### src/rtl/pic8_pkg.sv
package pic8_pkg;
    typedef enum logic [1:0] {
        ST_READY,
        ST_WORD2,
        ST_WORD3,
        ST_WORD4
    } cfg_state_e;

    localparam logic [2:0] OP_EOI_SPEC = 3'b011;
    localparam logic [1:0] OP_RD_SEL   = 2'b01;
endpackage

### src/rtl/pic8_regif.sv
module pic8_regif
    import pic8_pkg::*;
#(
    parameter int DATA_W = 8,
    parameter int N_IN   = 8,
    localparam int LVL_W = $clog2(N_IN)
) (
    input  logic                    clk,
    input  logic                    rst_n,
    input  logic                    wr_en,
    input  logic                    addr,
    input  logic [DATA_W-1:0]       wr_data,
    output logic [DATA_W-LVL_W-1:0] base_hi,
    output logic [N_IN-1:0]         cas_cfg,
    output logic                    aeoi,
    output logic [N_IN-1:0]         imr,
    output logic                    rd_isr,
    output logic                    init_start,
    output logic                    eoi_vld,
    output logic [LVL_W-1:0]        eoi_lvl
);
    cfg_state_e state, state_nx;
    logic cmd_wr, dat_wr, sel_wr;

    assign cmd_wr     = wr_en && !addr;
    assign dat_wr     = wr_en && addr;
    assign init_start = cmd_wr && wr_data[4];
    assign eoi_vld    = cmd_wr && !wr_data[4] && (wr_data[7:5] == OP_EOI_SPEC);
    assign eoi_lvl    = wr_data[LVL_W-1:0];
    assign sel_wr     = cmd_wr && (wr_data[4:3] == OP_RD_SEL) && wr_data[1];

    always_comb begin
        state_nx = state;
        if (init_start) begin
            state_nx = ST_WORD2;
        end else begin
            unique case (state)
                ST_READY: state_nx = ST_READY;
                ST_WORD2: if (dat_wr) state_nx = ST_WORD3;
                ST_WORD3: if (dat_wr) state_nx = ST_WORD4;
                ST_WORD4: if (dat_wr) state_nx = ST_READY;
            endcase
        end
    end

    always_ff @(posedge clk) begin
        if (!rst_n) state <= ST_READY;
        else        state <= state_nx;
    end

    always_ff @(posedge clk) begin
        if (!rst_n) begin
            base_hi <= '0;
            cas_cfg <= '0;
            aeoi    <= 1'b0;
            imr     <= '1;
            rd_isr  <= 1'b0;
        end else begin
            if (init_start)  rd_isr <= 1'b0;
            else if (sel_wr) rd_isr <= wr_data[0];
            if (dat_wr && !init_start) begin
                unique case (state)
                    ST_READY: imr     <= wr_data[N_IN-1:0];
                    ST_WORD2: base_hi <= wr_data[DATA_W-1:LVL_W];
                    ST_WORD3: cas_cfg <= wr_data[N_IN-1:0];
                    ST_WORD4: aeoi    <= wr_data[1];
                endcase
            end
        end
    end

    assert_init_enters_word2_R2: assert property (@(posedge clk) disable iff (!rst_n)
        init_start |=> (state == ST_WORD2));
    assert_word4_returns_ready_R2: assert property (@(posedge clk) disable iff (!rst_n)
        (state == ST_WORD4 && dat_wr && !init_start) |=> (state == ST_READY));
endmodule

### src/rtl/pic8_prio.sv
module pic8_prio #(
    parameter int N_IN   = 8,
    localparam int LVL_W = $clog2(N_IN)
) (
    input  logic [N_IN-1:0]  irr,
    input  logic [N_IN-1:0]  isr,
    input  logic [N_IN-1:0]  imr,
    output logic             req_any,
    output logic [LVL_W-1:0] req_lvl
);
    logic [N_IN-1:0] allow;
    logic [N_IN-1:0] elig;

    assign allow[0] = ~isr[0];
    for (genvar g = 1; g < N_IN; g++) begin : g_allow
        assign allow[g] = allow[g-1] & ~isr[g];
    end

    assign elig    = irr & ~imr & allow;
    assign req_any = |elig;

    always_comb begin
        req_lvl = '0;
        for (int i = N_IN - 1; i >= 0; i--) begin
            if (elig[i]) req_lvl = LVL_W'(i);
        end
    end
endmodule

### src/rtl/pic8_ctrl.sv
module pic8_ctrl #(
    parameter int DATA_W = 8,
    parameter int N_IN   = 8,
    localparam int LVL_W = $clog2(N_IN)
) (
    input  logic              clk,
    input  logic              rst_n,
    input  logic              slave_mode,
    input  logic              wr_en,
    input  logic              addr,
    input  logic [DATA_W-1:0] wr_data,
    output logic [DATA_W-1:0] rd_data,
    input  logic [N_IN-1:0]   irq_in,
    output logic              intr,
    input  logic              inta,
    input  logic [LVL_W-1:0]  cas_in,
    input  logic              cas_in_vld,
    output logic [LVL_W-1:0]  cas_out,
    output logic              cas_out_vld,
    output logic [DATA_W-1:0] vec_out,
    output logic              vec_valid
);
    logic [DATA_W-LVL_W-1:0] base_hi;
    logic [N_IN-1:0] cas_cfg, imr, irr, isr, irq_d, take_mask, eoi_mask;
    logic aeoi, rd_isr, init_start, eoi_vld, req_any, ack_me, casc_hit, ack_take;
    logic [LVL_W-1:0] eoi_lvl, req_lvl;

    pic8_regif #(.DATA_W(DATA_W), .N_IN(N_IN)) regif_i (
        .clk(clk), .rst_n(rst_n), .wr_en(wr_en), .addr(addr), .wr_data(wr_data),
        .base_hi(base_hi), .cas_cfg(cas_cfg), .aeoi(aeoi), .imr(imr),
        .rd_isr(rd_isr), .init_start(init_start), .eoi_vld(eoi_vld), .eoi_lvl(eoi_lvl)
    );

    pic8_prio #(.N_IN(N_IN)) prio_i (
        .irr(irr), .isr(isr), .imr(imr), .req_any(req_any), .req_lvl(req_lvl)
    );

    assign ack_me    = inta && (!slave_mode || (cas_in_vld && cas_in == cas_cfg[LVL_W-1:0]));
    assign casc_hit  = !slave_mode && req_any && cas_cfg[req_lvl];
    assign ack_take  = ack_me && req_any;
    assign take_mask = ack_take ? (N_IN'(1) << req_lvl) : '0;
    assign eoi_mask  = eoi_vld ? (N_IN'(1) << eoi_lvl) : '0;

    assign intr        = req_any;
    assign cas_out_vld = inta && casc_hit;
    assign cas_out     = (inta && casc_hit) ? req_lvl : '0;
    assign rd_data     = addr ? DATA_W'(imr) : DATA_W'(rd_isr ? isr : irr);

    always_ff @(posedge clk) begin
        if (!rst_n) begin
            irr       <= '0;
            isr       <= '0;
            irq_d     <= '0;
            vec_out   <= '0;
            vec_valid <= 1'b0;
        end else begin
            irq_d     <= irq_in;
            vec_valid <= ack_me && !casc_hit;
            if (ack_me && !casc_hit)
                vec_out <= {base_hi, (req_any ? req_lvl : {LVL_W{1'b1}})};
            if (init_start) begin
                irr <= '0;
                isr <= '0;
            end else begin
                irr <= ((irr | (irq_in & ~irq_d)) & irq_in) & ~take_mask;
                isr <= (isr & ~eoi_mask) | (aeoi ? '0 : take_mask);
            end
        end
    end

    assert_intr_needs_request_R7: assert property (@(posedge clk) disable iff (!rst_n)
        intr |-> ((irr & ~imr) != '0));
    assert_vector_follows_ack_R3: assert property (@(posedge clk) disable iff (!rst_n)
        vec_valid |-> $past(inta));
    assert_request_tracks_line_R6: assert property (@(posedge clk) disable iff (!rst_n)
        (irr & ~$past(irq_in)) == '0);
    assert_eoi_clears_bit_R9: assert property (@(posedge clk) disable iff (!rst_n)
        (eoi_vld && !ack_take) |=> (isr[$past(eoi_lvl)] == 1'b0));
    assert_auto_eoi_no_set_R10: assert property (@(posedge clk) disable iff (!rst_n)
        (ack_me && aeoi) |=> ((isr & ~$past(isr)) == '0));
    assert_spurious_no_set_R11: assert property (@(posedge clk) disable iff (!rst_n)
        (ack_me && !req_any) |=> ((isr & ~$past(isr)) == '0));
    assert_cascade_in_service_R12: assert property (@(posedge clk) disable iff (!rst_n)
        (cas_out_vld && !aeoi && !init_start) |=> isr[$past(cas_out)]);
    assert_slave_quiet_R13: assert property (@(posedge clk) disable iff (!rst_n)
        (slave_mode && !(cas_in_vld && cas_in == cas_cfg[LVL_W-1:0])) |=> !vec_valid);
endmodule

### config.mk
export PLATFORM = sky130hd
export DESIGN_NAME = pic8_ctrl
export DESIGN_NICKNAME = d
export VERILOG_FILES = /design/src/rtl/pic8_pkg.sv /design/src/rtl/pic8_regif.sv /design/src/rtl/pic8_prio.sv /design/src/rtl/pic8_ctrl.sv
export SDC_FILE = /design/constraint.sdc
export NUM_CORES = 1
export LEC_CHECK = 0
export CAP_MARGIN = 10
export CORE_MARGIN = 5
export CORE_UTILIZATION = 49
export CTS_BUF_LIST = sky130_fd_sc_hd__clkbuf_2 sky130_fd_sc_hd__clkbuf_4 sky130_fd_sc_hd__clkbuf_8
export DETAILED_ROUTE_END_ITERATION = 12
export GPL_TIMING_DRIVEN = 1
export PLACE_DENSITY = 0.78
export SYNTH_ARGS = -nofsm -noshare
export SYNTH_HDL_FRONTEND = slang
export SYNTH_SLANG_ARGS = --single-unit
### constraint.sdc
create_clock -name clk -period 2.9 [get_ports clk]
set_input_delay 0.58 -clock clk [delete_from_list [all_inputs] [get_ports clk]]
set_output_delay 0.58 -clock clk [all_outputs]
set_load 0.05 [all_outputs]
# Word-level counts from Yosys, hierarchy flattened
# Cells that the tools add are included.
dict set report word_totals {
  ram_bits 0
  latch_bits 0
  word_cells 107
  regBits 58
  output_inout_bits 22
  romBits 0
  mem_count 0
}
dict set report op_classes {
  reduce_logical 30
  order_cmp 1
  add_sub_neg 0
  multipliers 0
  div_mod_pow 0
  bitwise 28
  n_eq_ne 12
  mux 22
  n_shift 2
}
# operator n
set op_table {}
lappend op_table {{$and A8 B8 Y8} 6}
lappend op_table {{$mux W8} 5}
lappend op_table {{$not A8 Y8} 4}
lappend op_table {{$mux W3} 10}
lappend op_table {{$or A8 B8 Y8} 2}
lappend op_table {{$shl A1 B3 Y8 const A} 2}
lappend op_table {{$logic_and A1 B1 Y1} 15}
lappend op_table {{$ne A3 B1 Y1 const B} 3}
lappend op_table {{$not A1 Y1} 9}
lappend op_table {{$pmux W2 S4} 1}
lappend op_table {{$reduce_and A2 Y1} 4}
lappend op_table {{$reduce_or A8 Y1} 1}
lappend op_table {{$and A1 B1 Y1} 7}
lappend op_table {{$mux W2} 3}
lappend op_table {{$ne A2 B1 Y1 const B} 3}
lappend op_table {{$reduce_and A3 Y1} 2}
lappend op_table {{$logic_not A1 Y1} 5}
lappend op_table {{$eq A2 B1 Y1 const B} 2}
lappend op_table {{$eq A2 B2 Y1 const B} 2}
lappend op_table {{$lt A3 B4 Y1 const B} 1}
lappend op_table {{$bmux W1 S3} 1}
lappend op_table {{$eq A3 B2 Y1 const B} 1}
lappend op_table {{$eq A3 B3 Y1} 1}
lappend op_table {{$logic_not A2 Y1} 1}
lappend op_table {{other kinds (3)} 4}

# Longest topological paths before layout
dict set report logic_depth {
  depth_word 22
  depth_mapped 8
  depth_no_buf 7
}

# Modules after synthesis
# From an unflattened synthesis, not the netlist that was laid out.
dict set report hier_totals {
  hier_cells 337
  area_unflattened_um2 2839.0
}
# mod seq_area_each_um2 area_per_inst_um2 cells_each instances
set modules_own_cells {}
lappend modules_own_cells {pic8_ctrl 660.6 1612.8 184 1}
lappend modules_own_cells {pic8_regif 500.5 1023.5 124 1}
lappend modules_own_cells {pic8_prio 0.0 202.7 29 1}

# Worst setup path after synthesis
# No wires, ideal clock.
dict set report synth_path {
  path_kind {flip-flop to output port}
  start {register regif_i.imr[7]}
  end {output port cas_out[1]}
  arrival_time_ps 3293
  path_buffers 0
  slack_ps -973
  stages_incl_launch_ff 8
  t_required_ps 2320
  cell_sequence {dfxtp_1 > or3b_1 > o31a_1 > or4_4 > and3_1 > a31oi_1 > a21oi_1 > nor3b_1}
}
dict set report synth_via {
  elab_chain_cells 16
}
# element line_no
set synth_lines {}
lappend synth_lines {{start, declared} pic8_regif.sv:16} ;# output logic [N_IN-1:0] imr,
lappend synth_lines {{start signal, assigned} pic8_regif.sv:63} ;# ST_READY: imr <= wr_data[N_IN-1:0];
lappend synth_lines {{$not A8 Y8 *} pic8_prio.sv:19} ;# assign elig = irr & ~imr & allow;
lappend synth_lines {{$and A8 B8 Y8 * (2 in a row)} pic8_prio.sv:19}
lappend synth_lines {{$mux W3 (8 in a row)} pic8_prio.sv:25} ;# if (elig[i]) req_lvl = LVL_W'(i);
lappend synth_lines {{$bmux W1 S3} pic8_ctrl.sv:39} ;# assign casc_hit = !slave_mode && req_any && cas_cfg[req_lvl];
lappend synth_lines {{$mux W1 (implied by the code)} pic8_ctrl.sv:39}
lappend synth_lines {{$logic_and A1 B1 Y1} pic8_ctrl.sv:39}
lappend synth_lines {{$logic_and A1 B1 Y1} pic8_ctrl.sv:46} ;# assign cas_out = (inta && casc_hit) ? req_lvl : '0;
lappend synth_lines {{$mux W3 *} pic8_ctrl.sv:46}
lappend synth_lines {{end, declared} pic8_ctrl.sv:18} ;# output logic [LVL_W-1:0] cas_out,
# Mark *: on every way between the ends. The rest lies on a longest branch, timed or not. The select of a mux whose other input is x is not followed.

# Worst setup path after layout
# Ends and elaborated chain as after synthesis.

==> run summary <==
Tot Pwr = 0.00201 W
Pins Over Slew Limit = 0
Fin. Hold Viols = 0
Avg Inst Size Synth = 8.09 um^2
Worst Path Arrival = 2.78 ns
FMAX = 298 MHz
CTS tree = done
CTS sink count = 58
Post-CTS Setup Bufs = 0
DRC viols = 0
Ant diodes = 0
Multiplexer area fraction after synthesis = 0.0830
Synth Register Bits = 58
Pin count of the biggest net entering global routing = 31
Largest family of logic cells by synthesized area = simple AND/OR/NAND/NOR gates
Count of cell types in the netlist = 43
DR pass1 iterations = 5
Wire length per cell = 16.0 um
Post-DP HPWL = 6130 um
Clock transition at the registers of the reported paths = 0.07 ns
Ranking of synthesized cells by area = dfxtp_1 (42%), nand2_1 (10%), mux2i_1 (8.3%)
Post-CTS Hold Buffers = 0
Synth Area in XOR/XNOR = 0.00947
Vias = 2722
Design area = 3900 um^2
Tmin final = 3.36 ns
Worst-path fanout max = 4
PwrDens = 515 nW/um^2
Post-DP Area = 3670 um^2
IO Count = 48
CP startpoint kind = flip-flop
Synthesized cell area = 2780 um^2
Cell row count = 27
IO buf count = 47
1st-iter DRT viols = 157
Total wire length = 7890 um
Total CTS buffers = 9
Placed cell count = 477
Die H = 85.3 um
Synth Area in Adders = 0.0180
Period utilisation layout = 1.16
Placeable Area = 5510 um^2
Vias in the first global route = 2635
Simple-gate share of the synthesized area = 0.304
DRT antenna net count = 0
Clock root buffer = clkbuf_8
Yosys warns = 0
Setup TNS = -1.80 ns
Max-cap violations = 0
Initial core utilization = 0.504
Global-route wire length before repair = 12900 um
Worst EP required = 2.32 ns
Worst-Margin Slew = 0.580 ns
Delay-heaviest family, CP = simple AND/OR/NAND/NOR gates
Synth Area in Compound Gates = 0.144
CTS max path bufs = 2
Static leakage = 1.56 nW
CP dominant cell by count = o31a_1
Cells after Synth = 343
Post-Layout Cell Count = 493
Final Worst Setup Slack = -0.459 ns
Worst hold path type = reg -> reg
DR vias/cell = 5.52
Place WS = -0.117 ns
Most used flip-flop cell after synthesis = dfxtp_1
Total Routing Usage GR = 0.226
Layout cells sized above 1 = 0.164
Cell taking the most area after synthesis = dfxtp_1
Area grow syn2layout = 40.4%
Post-synthesis sequential area ratio = 0.418
Die Footprint = 7270 um^2
CP cell instances = or3b_4 -> o31a_1 -> or4_4 -> and3_4 -> o31a_1 -> a21oi_4 -> nor3b_4 -> buf_12
Nets = 446
Final Skew = 0.00856 ns
Status = complete, but fails checks
Post-synth top area share = 0.418
Final setup vio count = 4
Type of destination of the critical path = output pin
H-tree levels = 3
RSZ-0062 raised after global routing = true
Post-synthesis async set-or-reset flop share = 0
Worst Path Buf+Inv = 1
Initial antenna violation count = 0
Critical path type = reg -> out
CP max-delay cell = or4_4
GPL Wtd Cong = 0.975
Post-synth EDFFs = 0
Worst-Skew Late Latency = 0.34 ns
CP max stage delay = 0.43 ns
Slew HR = 0.613
Peak VDD IR = 0.422 mV
Violated checks = negative setup slack
Syn nets = 373
Congestion Overflow GR = 0
Die Width = 85.3 um
==> area by class of cell <==
class | count | area (um^2)
flip-flops and latches | 58 | 1160
multi-input cells | 268 | 1630
well taps | 72 | 90.1
clock inverters | 4 | 51.3
inverters | 6 | 22.5
repair buffers | 73 | 791
fillers | 450 | 1610
clock buffers | 12 | 153
==> final timing paths <==
check               endpoint  slack (ns)  cells after the start      startpoint
hold reg to reg   vec_out[3]        0.46                      2      vec_out[3]
hold / removal    vec_out[3]        0.46                      2      vec_out[3]
setup / recovery  cas_out[1]       -0.46                      8  regif_i.imr[7]
setup reg to reg  vec_out[1]        0.11                      8  regif_i.imr[7]
==> layout by cell type (no fill, tap or decap), drive strengths merged, types with 2 or more instances in the layout <==
cell and n:
a211o 2, clkbuf 12, clkinv 3, and3 5
nand2b 17, nand3 24, xnor2 3, nor4 3
nor2b 2, nor2 19, nor3 6, buf 39
or3b 3, o31a 2, inv 5, nand2 74
and2 9, ha 4, or3 2, a31oi 3
o31ai 2, clkdlybuf4s50 34, a21oi 30, nand3b 2
mux2i 23, dfxtp 58, o21ai 16, nor3b 3
a211oi 2
==> logic make-up (layout without fill, tap and decap cells) <==
kind of cell,after synthesis,count (layout)
AOI/OAI and AO/OA,65,65
xor gates and xnor gates,3,3
and+or+nand+nor,173,173
adders and majority gates,4,4
muxes,23,23
buffers and inverters,17,95
DFF,58,58
==> metal layers <==
layer / vias to the layer above / share of wire / global-route usage / routed length [um]
li1: 1342 / - / - / -
met1: 1262 / 0.44 / 0.286 / 3500
met2: 108 / 0.48 / 0.376 / 3770
met3: 10 / 0.065 / 0.0524 / 514
met4: 0 / 0.013 / 0.0734 / 102
met5: - / 0 / 0 / 0
==> power by group <==
group,internal [W],total (W),switching [W]
clock,0.000439,0.000766,0.000327
combinational,0.000173,0.000393,0.000219
sequential,0.000827,0.000846,0.0000195
==> worst min-delay path: cells and delay by family, from the launching register on <==
| family | cells | cell delay (ns) |
|---|---|---|
| flops | 1 | 0.31 |
| mux | 1 | 0.05 |
| simple gates | 1 | 0.05 |
==> synthesized netlist by cell type (2+ instances only) <==
cell and instances:
nor3_1 6, inv_1 5, o31a_1 2, nor2b_1 2, nor2_1 19, nor3b_1 3
nand2_1 74, clkbuf_1 11, nor4_1 3, o21ai_0 15, or3b_1 2, o31ai_1 2
a21oi_1 30, or3_1 2, and2_1 9, xnor2_1 3, and3_1 4, dfxtp_1 58
a31oi_1 3, nand2b_1 17, ha_1 4, nand3b_1 2, a211o_1 2, nand3_1 24
mux2i_1 23
==> registers in the layout (all words and copies together), names as in the netlist <==
register / flops
vec_out: 8
irr: 8
vec_valid: 1
regif_i.rd_isr: 1
regif_i.imr: 8
isr: 8
irq_d: 8
regif_i.aeoi: 1
regif_i.base_hi: 5
regif_i.state: 2
regif_i.cas_cfg: 8
==> timing repair <==
item | CTS | global route
pin swaps | 2 | 2
resized for setup | 4 | 1
setup endpoints to repair | 4 | 4
==> stage by stage <==
step / hold slack, ns / utilization
6_report: 0.460 / 0.708
5_1_grt: 0.483 / 0.708
4_1_cts: 0.464 / 0.706
3_5_place_dp: 0.455 / 0.667
3_3_place_gp: 0.444 / 0.667
2_1_floorplan: 0.432 / -
(Power assumes the default switching activity.)
